### config.mk
export PLATFORM = sky130hd
export DESIGN_NAME = scan_comp_wrap
export DESIGN_NICKNAME = d
export VERILOG_FILES = /design/src/rtl/tc_pkg.sv /design/src/rtl/tc_ctrl_fsm.sv /design/src/rtl/tc_lfsr_decomp.sv /design/src/rtl/tc_xcompact.sv /design/src/rtl/scan_comp_wrap.sv
export SDC_FILE = /design/constraint.sdc
export NUM_CORES = 1
export LEC_CHECK = 0
export BUFFER_PORTS_ARGS = -buffer_cell sky130_fd_sc_hd__buf_2
export CAP_MARGIN = 20
export CORE_MARGIN = 4
export CORE_UTILIZATION = 56
export DETAILED_ROUTE_END_ITERATION = 8
export GPL_ROUTABILITY_DRIVEN = 0
export PLACE_DENSITY = 0.79
export SLEW_MARGIN = 15
export SYNTH_ARGS = -nofsm -noshare
export SYNTH_HDL_FRONTEND = slang
export SYNTH_SLANG_ARGS = --single-unit
### constraint.sdc
create_clock -name clk -period 2.22 [get_ports clk]
set_clock_uncertainty 0.2 [all_clocks]
set_input_delay 0.111 -clock clk [delete_from_list [all_inputs] [get_ports clk]]
set_output_delay 0.111 -clock clk [all_outputs]
set_load 0.005 [all_outputs]
### src/rtl/tc_pkg.sv
package tc_pkg;

    typedef enum logic [1:0] {
        ST_IDLE = 2'd0,
        ST_RUN  = 2'd1,
        ST_MASK = 2'd2
    } tc_state_e;

    typedef struct packed {
        logic seed;    // reload generator with the seed
        logic step;    // advance generator and compactor
        logic mshift;  // shift one mask bit into staging
        logic commit;  // staging becomes the active mask
    } tc_ctrl_t;

endpackage

### src/rtl/tc_ctrl_fsm.sv
module tc_ctrl_fsm
    import tc_pkg::*;
#(
    parameter int NCHAIN = 12
) (
    input  logic      clk,
    input  logic      rst_n,
    input  logic      seed_load,
    input  logic      shift_en,
    input  logic      mask_load,
    output tc_ctrl_t  ctrl,
    output tc_state_e state_o
);
    localparam int CW = $clog2(NCHAIN + 1);
    localparam logic [CW-1:0] LAST = CW'(NCHAIN - 1);

    tc_state_e      state_q, state_d;
    logic [CW-1:0]  cnt_q, cnt_d;

    // next-state and count
    always_comb begin
        state_d = state_q;
        cnt_d   = cnt_q;
        unique case (state_q)
            ST_IDLE: begin
                if (seed_load) state_d = ST_RUN;            // idle_to_run
            end
            ST_RUN: begin
                if (seed_load) begin
                    state_d = ST_RUN;                       // run_reseed
                end else if (mask_load) begin
                    state_d = ST_MASK;                      // run_to_mask
                    cnt_d   = CW'(1);
                end
            end
            ST_MASK: begin
                if (seed_load) begin
                    state_d = ST_RUN;                       // mask_abort
                    cnt_d   = '0;
                end else if (mask_load) begin
                    if (cnt_q == LAST) begin
                        state_d = ST_RUN;                   // mask_commit
                        cnt_d   = '0;
                    end else begin
                        cnt_d = cnt_q + CW'(1);
                    end
                end
            end
            default: begin
                state_d = ST_IDLE;
                cnt_d   = '0;
            end
        endcase
    end

    // state register
    always_ff @(posedge clk) begin
        if (!rst_n) begin
            state_q <= ST_IDLE;
            cnt_q   <= '0;
        end else begin
            state_q <= state_d;
            cnt_q   <= cnt_d;
        end
    end

    // outputs
    always_comb begin
        ctrl = '0;
        unique case (state_q)
            ST_IDLE: begin
                ctrl.seed = seed_load;
            end
            ST_RUN: begin
                ctrl.seed   = seed_load;
                ctrl.mshift = !seed_load && mask_load;
                ctrl.step   = !seed_load && !mask_load && shift_en;
            end
            ST_MASK: begin
                ctrl.seed   = seed_load;
                ctrl.mshift = !seed_load && mask_load;
                ctrl.commit = !seed_load && mask_load && (cnt_q == LAST);
            end
            default: ctrl = '0;
        endcase
    end

    assign state_o = state_q;

endmodule

### src/rtl/tc_lfsr_decomp.sv
module tc_lfsr_decomp #(
    parameter int          W      = 16,
    parameter int          NCH    = 3,
    parameter int          NCHAIN = 12,
    parameter logic [W-1:0] POLY  = 16'hB400,
    parameter logic [W-1:0] SEED  = 16'hACE1,
    parameter int          OFF1   = 5,
    parameter int          OFF2   = 11
) (
    input  logic              clk,
    input  logic              rst_n,
    input  logic              seed,
    input  logic              step,
    input  logic [NCH-1:0]    chan_in,
    output logic [NCHAIN-1:0] chain_si,
    output logic [W-1:0]      state_o
);
    localparam int STRIDE = W / NCH;

    logic [W-1:0] s_q, s_next;

    always_comb begin
        s_next = {s_q[W-2:0], ^(s_q & POLY)};
        for (int c = 0; c < NCH; c++) begin
            s_next[c*STRIDE] = s_next[c*STRIDE] ^ chan_in[c];
        end
    end

    always_ff @(posedge clk) begin
        if (!rst_n)    s_q <= SEED;
        else if (seed) s_q <= SEED;
        else if (step) s_q <= s_next;
    end

    // phase shifter: three fixed taps per chain
    for (genvar i = 0; i < NCHAIN; i++) begin : g_ps
        assign chain_si[i] = s_q[i % W] ^ s_q[(i + OFF1) % W] ^ s_q[(i + OFF2) % W];
    end

    assign state_o = s_q;

endmodule

### src/rtl/tc_xcompact.sv
module tc_xcompact #(
    parameter int NCH    = 3,
    parameter int NCHAIN = 12
) (
    input  logic              clk,
    input  logic              rst_n,
    input  logic              step,
    input  logic              mshift,
    input  logic              commit,
    input  logic              mask_bit,
    input  logic [NCHAIN-1:0] chain_so,
    output logic [NCH-1:0]    chan_out
);
    localparam int G = NCHAIN / NCH;

    logic [NCHAIN-1:0] stg_q, mask_q, stg_next, masked;
    logic [NCH-1:0]    comp, out_q;

    assign stg_next = {stg_q[NCHAIN-2:0], mask_bit};

    always_ff @(posedge clk) begin
        if (!rst_n) begin
            stg_q  <= '0;
            mask_q <= '0;
        end else begin
            if (mshift) stg_q  <= stg_next;
            if (commit) mask_q <= stg_next;
        end
    end

    assign masked = chain_so & ~mask_q;

    for (genvar k = 0; k < NCH; k++) begin : g_grp
        assign comp[k] = ^masked[k*G +: G];
    end

    always_ff @(posedge clk) begin
        if (!rst_n)    out_q <= '0;
        else if (step) out_q <= comp;
    end

    assign chan_out = out_q;

endmodule

### src/rtl/scan_comp_wrap.sv
module scan_comp_wrap
    import tc_pkg::*;
#(
    parameter int           NCH    = 3,
    parameter int           NCHAIN = 12,
    parameter int           LFSR_W = 16,
    parameter logic [15:0]  POLY   = 16'hB400,
    parameter logic [15:0]  SEED   = 16'hACE1,
    parameter int           OFF1   = 5,
    parameter int           OFF2   = 11
) (
    input  logic              clk,
    input  logic              rst_n,
    input  logic              seed_load,
    input  logic              shift_en,
    input  logic [NCH-1:0]    chan_in,
    output logic [NCHAIN-1:0] chain_si,
    input  logic [NCHAIN-1:0] chain_so,
    input  logic              mask_load,
    input  logic              mask_bit,
    output logic [NCH-1:0]    chan_out
);
    tc_ctrl_t          ctrl;
    tc_state_e         fsm_state;
    logic [LFSR_W-1:0] gen_state;

    tc_ctrl_fsm #(.NCHAIN(NCHAIN)) u_fsm (
        .clk       (clk),
        .rst_n     (rst_n),
        .seed_load (seed_load),
        .shift_en  (shift_en),
        .mask_load (mask_load),
        .ctrl      (ctrl),
        .state_o   (fsm_state)
    );

    tc_lfsr_decomp #(
        .W(LFSR_W), .NCH(NCH), .NCHAIN(NCHAIN),
        .POLY(POLY[LFSR_W-1:0]), .SEED(SEED[LFSR_W-1:0]),
        .OFF1(OFF1), .OFF2(OFF2)
    ) u_gen (
        .clk      (clk),
        .rst_n    (rst_n),
        .seed     (ctrl.seed),
        .step     (ctrl.step),
        .chan_in  (chan_in),
        .chain_si (chain_si),
        .state_o  (gen_state)
    );

    tc_xcompact #(.NCH(NCH), .NCHAIN(NCHAIN)) u_cmp (
        .clk      (clk),
        .rst_n    (rst_n),
        .step     (ctrl.step),
        .mshift   (ctrl.mshift),
        .commit   (ctrl.commit),
        .mask_bit (mask_bit),
        .chain_so (chain_so),
        .chan_out (chan_out)
    );

endmodule

==> flow_summary.html <==
<table>
<tr><th>Metric</th><th>Value</th></tr>
<tr><th colspan="2">Clock tree</th></tr>
<tr><td>Clock-pin slew on the worst setup and hold paths</td><td>0.08 ns</td></tr>
<tr><td>CTS root buffer</td><td>clkbuf_8</td></tr>
<tr><td>Bufs on Longest Clock Path</td><td>2</td></tr>
<tr><td>Clock Latency Late Sink</td><td>0.30 ns</td></tr>
<tr><td>CTS hold repair buffers</td><td>5</td></tr>
<tr><td>Clock sink total</td><td>48</td></tr>
<tr><td>Clock buffer count from CTS</td><td>5</td></tr>
<tr><td>Post-CTS resize count</td><td>0</td></tr>
<tr><td>TritonCTS clock tree</td><td>yes</td></tr>
<tr><td>H-tree levels</td><td>2</td></tr>
<tr><td>Post CTS Setup Buffer Count</td><td>0</td></tr>
<tr><th colspan="2">Floorplanning</th></tr>
<tr><td>Width of the die</td><td>73.12 um</td></tr>
<tr><td>Die outline area</td><td>5347 um2</td></tr>
<tr><td>Std-Cell Rows</td><td>23</td></tr>
<tr><td>I/O pin total</td><td>36</td></tr>
<tr><td>Chip Height</td><td>73.12 um</td></tr>
<tr><td>Effective utilization at floorplan</td><td>58.53%</td></tr>
<tr><td>Total core area</td><td>4058 um2</td></tr>
<tr><th colspan="2">Global route</th></tr>
<tr><td>Vias in the first global route</td><td>1,766</td></tr>
<tr><td>Gr ovfl total</td><td>0</td></tr>
<tr><td>Global-route wire length before repair</td><td>7555 um</td></tr>
<tr><td>Total GRT Usage</td><td>17.70%</td></tr>
<tr><td>Antenna violations before repair</td><td>0</td></tr>
<tr><td>Largest net degree at the start of global routing</td><td>29</td></tr>
<tr><th colspan="2">Critical path</th></tr>
<tr><td>Startpoint types</td><td>register</td></tr>
<tr><td>CP Launch Point</td><td>u_fsm.state_o[0]$_SDFFE_PN0P_</td></tr>
<tr><td>Data arrival, critical path</td><td>1.97 ns</td></tr>
<tr><td>Category of the critical setup timing path</td><td>register to register</td></tr>
<tr><td>Worst endpoint required time</td><td>2.21 ns</td></tr>
<tr><td>Critical Path Fanout Max</td><td>5</td></tr>
<tr><td>CP Capture Type</td><td>register</td></tr>
<tr><td>Worst R2R Start</td><td>u_fsm.state_o[0]$_SDFFE_PN0P_</td></tr>
<tr><th colspan="2">Placement</th></tr>
<tr><td>Number of input and output port buffers inserted</td><td>35</td></tr>
<tr><td>HPWL reported at the end of detailed placement</td><td>3129 um</td></tr>
<tr><th colspan="2">Power and ir drop</th></tr>
<tr><td>Combinational group share of total power</td><td>12.9%</td></tr>
<tr><td>Clock network power share</td><td>33.1%</td></tr>
<tr><td>Worst-case vdd ir drop</td><td>0.3699 mV</td></tr>
<tr><td>Power density of the placed cells</td><td>599.6 nW/um2</td></tr>
<tr><td>Sequential group share of total power</td><td>54.1%</td></tr>
<tr><td>Design internal power</td><td>1.228 mW</td></tr>
<tr><td>Fraction of power spent switching nets</td><td>24.94%</td></tr>
<tr><td>Lkg Pwr</td><td>1.112 nW</td></tr>
<tr><td>NetSw</td><td>407.9 uW</td></tr>
<tr><th colspan="2">Outcome</th></tr>
<tr><td>Outcome</td><td>finished, final reports clean</td></tr>
<tr><th colspan="2">Timing</th></tr>
<tr><td>Number of setup violations in the final report</td><td>0</td></tr>
<tr><td>Worst Max-Slew Pin Slew</td><td>0.6538 ns</td></tr>
<tr><td>Maximum operating frequency</td><td>505.0 MHz</td></tr>
<tr><td>Tcrit/Tclk final</td><td>89.21%</td></tr>
<tr><td>Final critical path time including I/O delays and setup</td><td>1.980 ns</td></tr>
<tr><td>Worst slew slack as a fraction of its limit</td><td>56.12%</td></tr>
<tr><td>Sum of negative setup slack</td><td>0 ns</td></tr>
<tr><td>Number of endpoints with negative hold slack in the final report</td><td>0</td></tr>
<tr><td>Slew Limit Fails</td><td>0</td></tr>
<tr><td>Setup repair after global routing missed its margin</td><td>false</td></tr>
<tr><th colspan="2">Detailed routing</th></tr>
<tr><td>DR pass1 iterations</td><td>4</td></tr>
<tr><td>DR iter-0 viols</td><td>108</td></tr>
<tr><td>Remaining design rule violation count</td><td>0</td></tr>
<tr><td>DRT Wirelength</td><td>4304 um</td></tr>
<tr><td>Via count</td><td>1,808</td></tr>
<tr><td>Final antenna-violating net count</td><td>0</td></tr>
<tr><td>WL per Instance</td><td>12.48 um</td></tr>
<tr><td>Via count normalized by instance count</td><td>5.241</td></tr>
<tr><th colspan="2">Finish</th></tr>
<tr><td>Area of all sequential standard cells</td><td>960.9 um2</td></tr>
<tr><td>Nets</td><td>321</td></tr>
<tr><td># fillers</td><td>326</td></tr>
<tr><td>Area growth from synthesis to layout</td><td>14.86%</td></tr>
<tr><td>Multi-input gate area</td><td>1326 um2</td></tr>
<tr><td>Share of cells above drive strength 1</td><td>18.31%</td></tr>
<tr><td>Post-Route Utilization</td><td>67.22%</td></tr>
<tr><td>Most common cell after layout, fill and taps aside</td><td>dfxtp_1</td></tr>
<tr><td>Most frequent cells in the layout</td><td>dfxtp_1, nor2b_1, buf_2</td></tr>
<tr><td>Count of antenna diodes in the layout</td><td>0</td></tr>
<tr><th colspan="2">Min path</th></tr>
<tr><td>Startpoint of the most critical hold path</td><td>seed_load</td></tr>
<tr><td>HP Class</td><td>primary input to register</td></tr>
<tr><th colspan="2">Logic synthesis</th></tr>
<tr><td>Post-synthesis instance total</td><td>255</td></tr>
<tr><td>Number of distinct standard cells referenced by the synthesized netlist</td><td>41</td></tr>
<tr><td>Synth Area per Inst</td><td>9.313 um2</td></tr>
<tr><td>Synthesized net count</td><td>282</td></tr>
<tr><td>Count of warnings emitted by yosys</td><td>0</td></tr>
<tr><td>Cell area after synthesis</td><td>2375 um2</td></tr>
<tr><td>Sequential fraction of the synthesis area</td><td>40.46%</td></tr>
<tr><td>Count of state elements after synthesis</td><td>48</td></tr>
<tr><th colspan="2">Flow run</th></tr>
<tr><td>Max-Cap Viols</td><td>0</td></tr>
</table>
==> cells by family after synthesis <==
| group | after synthesis | synth area share (%) |
|---|---|---|
| buffers and inverters | 18 | 3.688 |
| adders and majority gates | 6 | 3.161 |
| xor gates and xnor gates | 33 | 12.17 |
| DFF | 48 | 40.46 |
| muxes | 23 | 9.694 |
| and+or+nand+nor | 90 | 21.07 |
| AOI/OAI and AO/OA | 37 | 9.748 |
==> cells in the mapped netlist, drive strengths merged <==
cell type  count  area, um2
nor3b          2      15.01
nand3          9      45.04
buf            7      46.29
mux2i         23      230.2
o21bai         1      7.510
a2bb2oi        1      8.760
and4bb         1      12.51
a211oi         1      7.510
ha             6      75.07
o211ai         4      30.03
nand2         29      108.9
nor3           1      5.000
and2b          1      7.510
o2111ai        1      8.760
and4           1      8.760
a41o           1      10.01
and3b          1      12.51
nor2           2      10.01
xor2           1      8.760
xnor2         32      280.3
and3           2      12.51
o31ai          1      7.510
a21boi         3      22.52
o22ai          1      6.260
nand4          3      18.77
o21a           1      7.510
dfxtp         48      960.9
or4            1      7.510
a21oi         13      65.06
inv            5      18.76
o21ai          8      40.04
clkbuf         6      22.52
nor2b         36      227.7
o311a          1      10.01
nand2b         1      8.760
==> sequential cells by signal, summed over array words and instances (netlist names) <==
signal,count
u_cmp.chan_out,3
u_cmp.mask_q,12
u_cmp.stg_q,11
u_fsm.cnt_q,4
u_fsm.state_o,2
u_gen.state_o,16
==> critical path: stages, from the launching register on <==
cell	delay, ns
dfxtp_1	0.41
inv_1	0.09
ha_1	0.27
nor2b_2	0.19
a2bb2oi_1	0.16
o311a_1	0.35
a41o_1	0.20
==> layer usage <==
layer  part of all wire (%)  vias to the layer above  global-route usage (%)
li1                       -                      939                       -
met1                     46                      835                   21.95
met2                     49                       29                   29.79
met3                    4.0                        5                   3.581
met4                    1.1                        0                   7.172
met5                      0                        -                       0
==> area by class of cell <==
type	count	area share (%)
clock inverters	2	0.5046
clock buffers	6	3.028
inverters	5	0.6881
multi-input cells	189	48.62
well taps	50	2.294
repair buffers	45	9.633
flip-flops and latches	48	35.23
==> power by group through the flow <==
stage / clock network, mW / registers [mW] / logic (mW)
2_1_floorplan: 0 / 0.901 / 0.148
5_1_grt: 0.594 / 0.886 / 0.236
3_5_place_dp: 0 / 0.904 / 0.204
4_1_cts: 0.564 / 0.884 / 0.211
3_3_place_gp: 0 / 0.904 / 0.200
6_report: 0.541 / 0.884 / 0.211
==> per-stage QoR <==
step / cells / setup WS [ns] / hold slack [ns] / cell area [um2] / power [mW]
after global routing: 345 / 0.1388 / 0.08252 / 2728 / 1.716
after global placement: 332 / 0.3424 / 0.1841 / 2581 / 1.103
final: 345 / 0.2396 / 0.05421 / 2728 / 1.635
after CTS: 345 / 0.2362 / 0.04162 / 2728 / 1.660
after detailed placement: 332 / 0.2766 / 0.2133 / 2581 / 1.108
after floorplan: 255 / 0.4052 / 0.07717 / 2375 / 1.049
==> final timing paths <==
path / endpoint / slack [ns] / cells after the start
min: u_fsm.state_o[1]$_SDFFE_PN0P_ / 0.05 / 4
max reg2reg: u_fsm.cnt_q[2]$_SDFFE_PN0P_ / 0.24 / 6
min reg2reg: u_gen.state_o[9]$_SDFFE_PP0P_ / 0.29 / 2
max: u_fsm.cnt_q[2]$_SDFFE_PN0P_ / 0.24 / 6
Power figures use the tool's default switching activity.
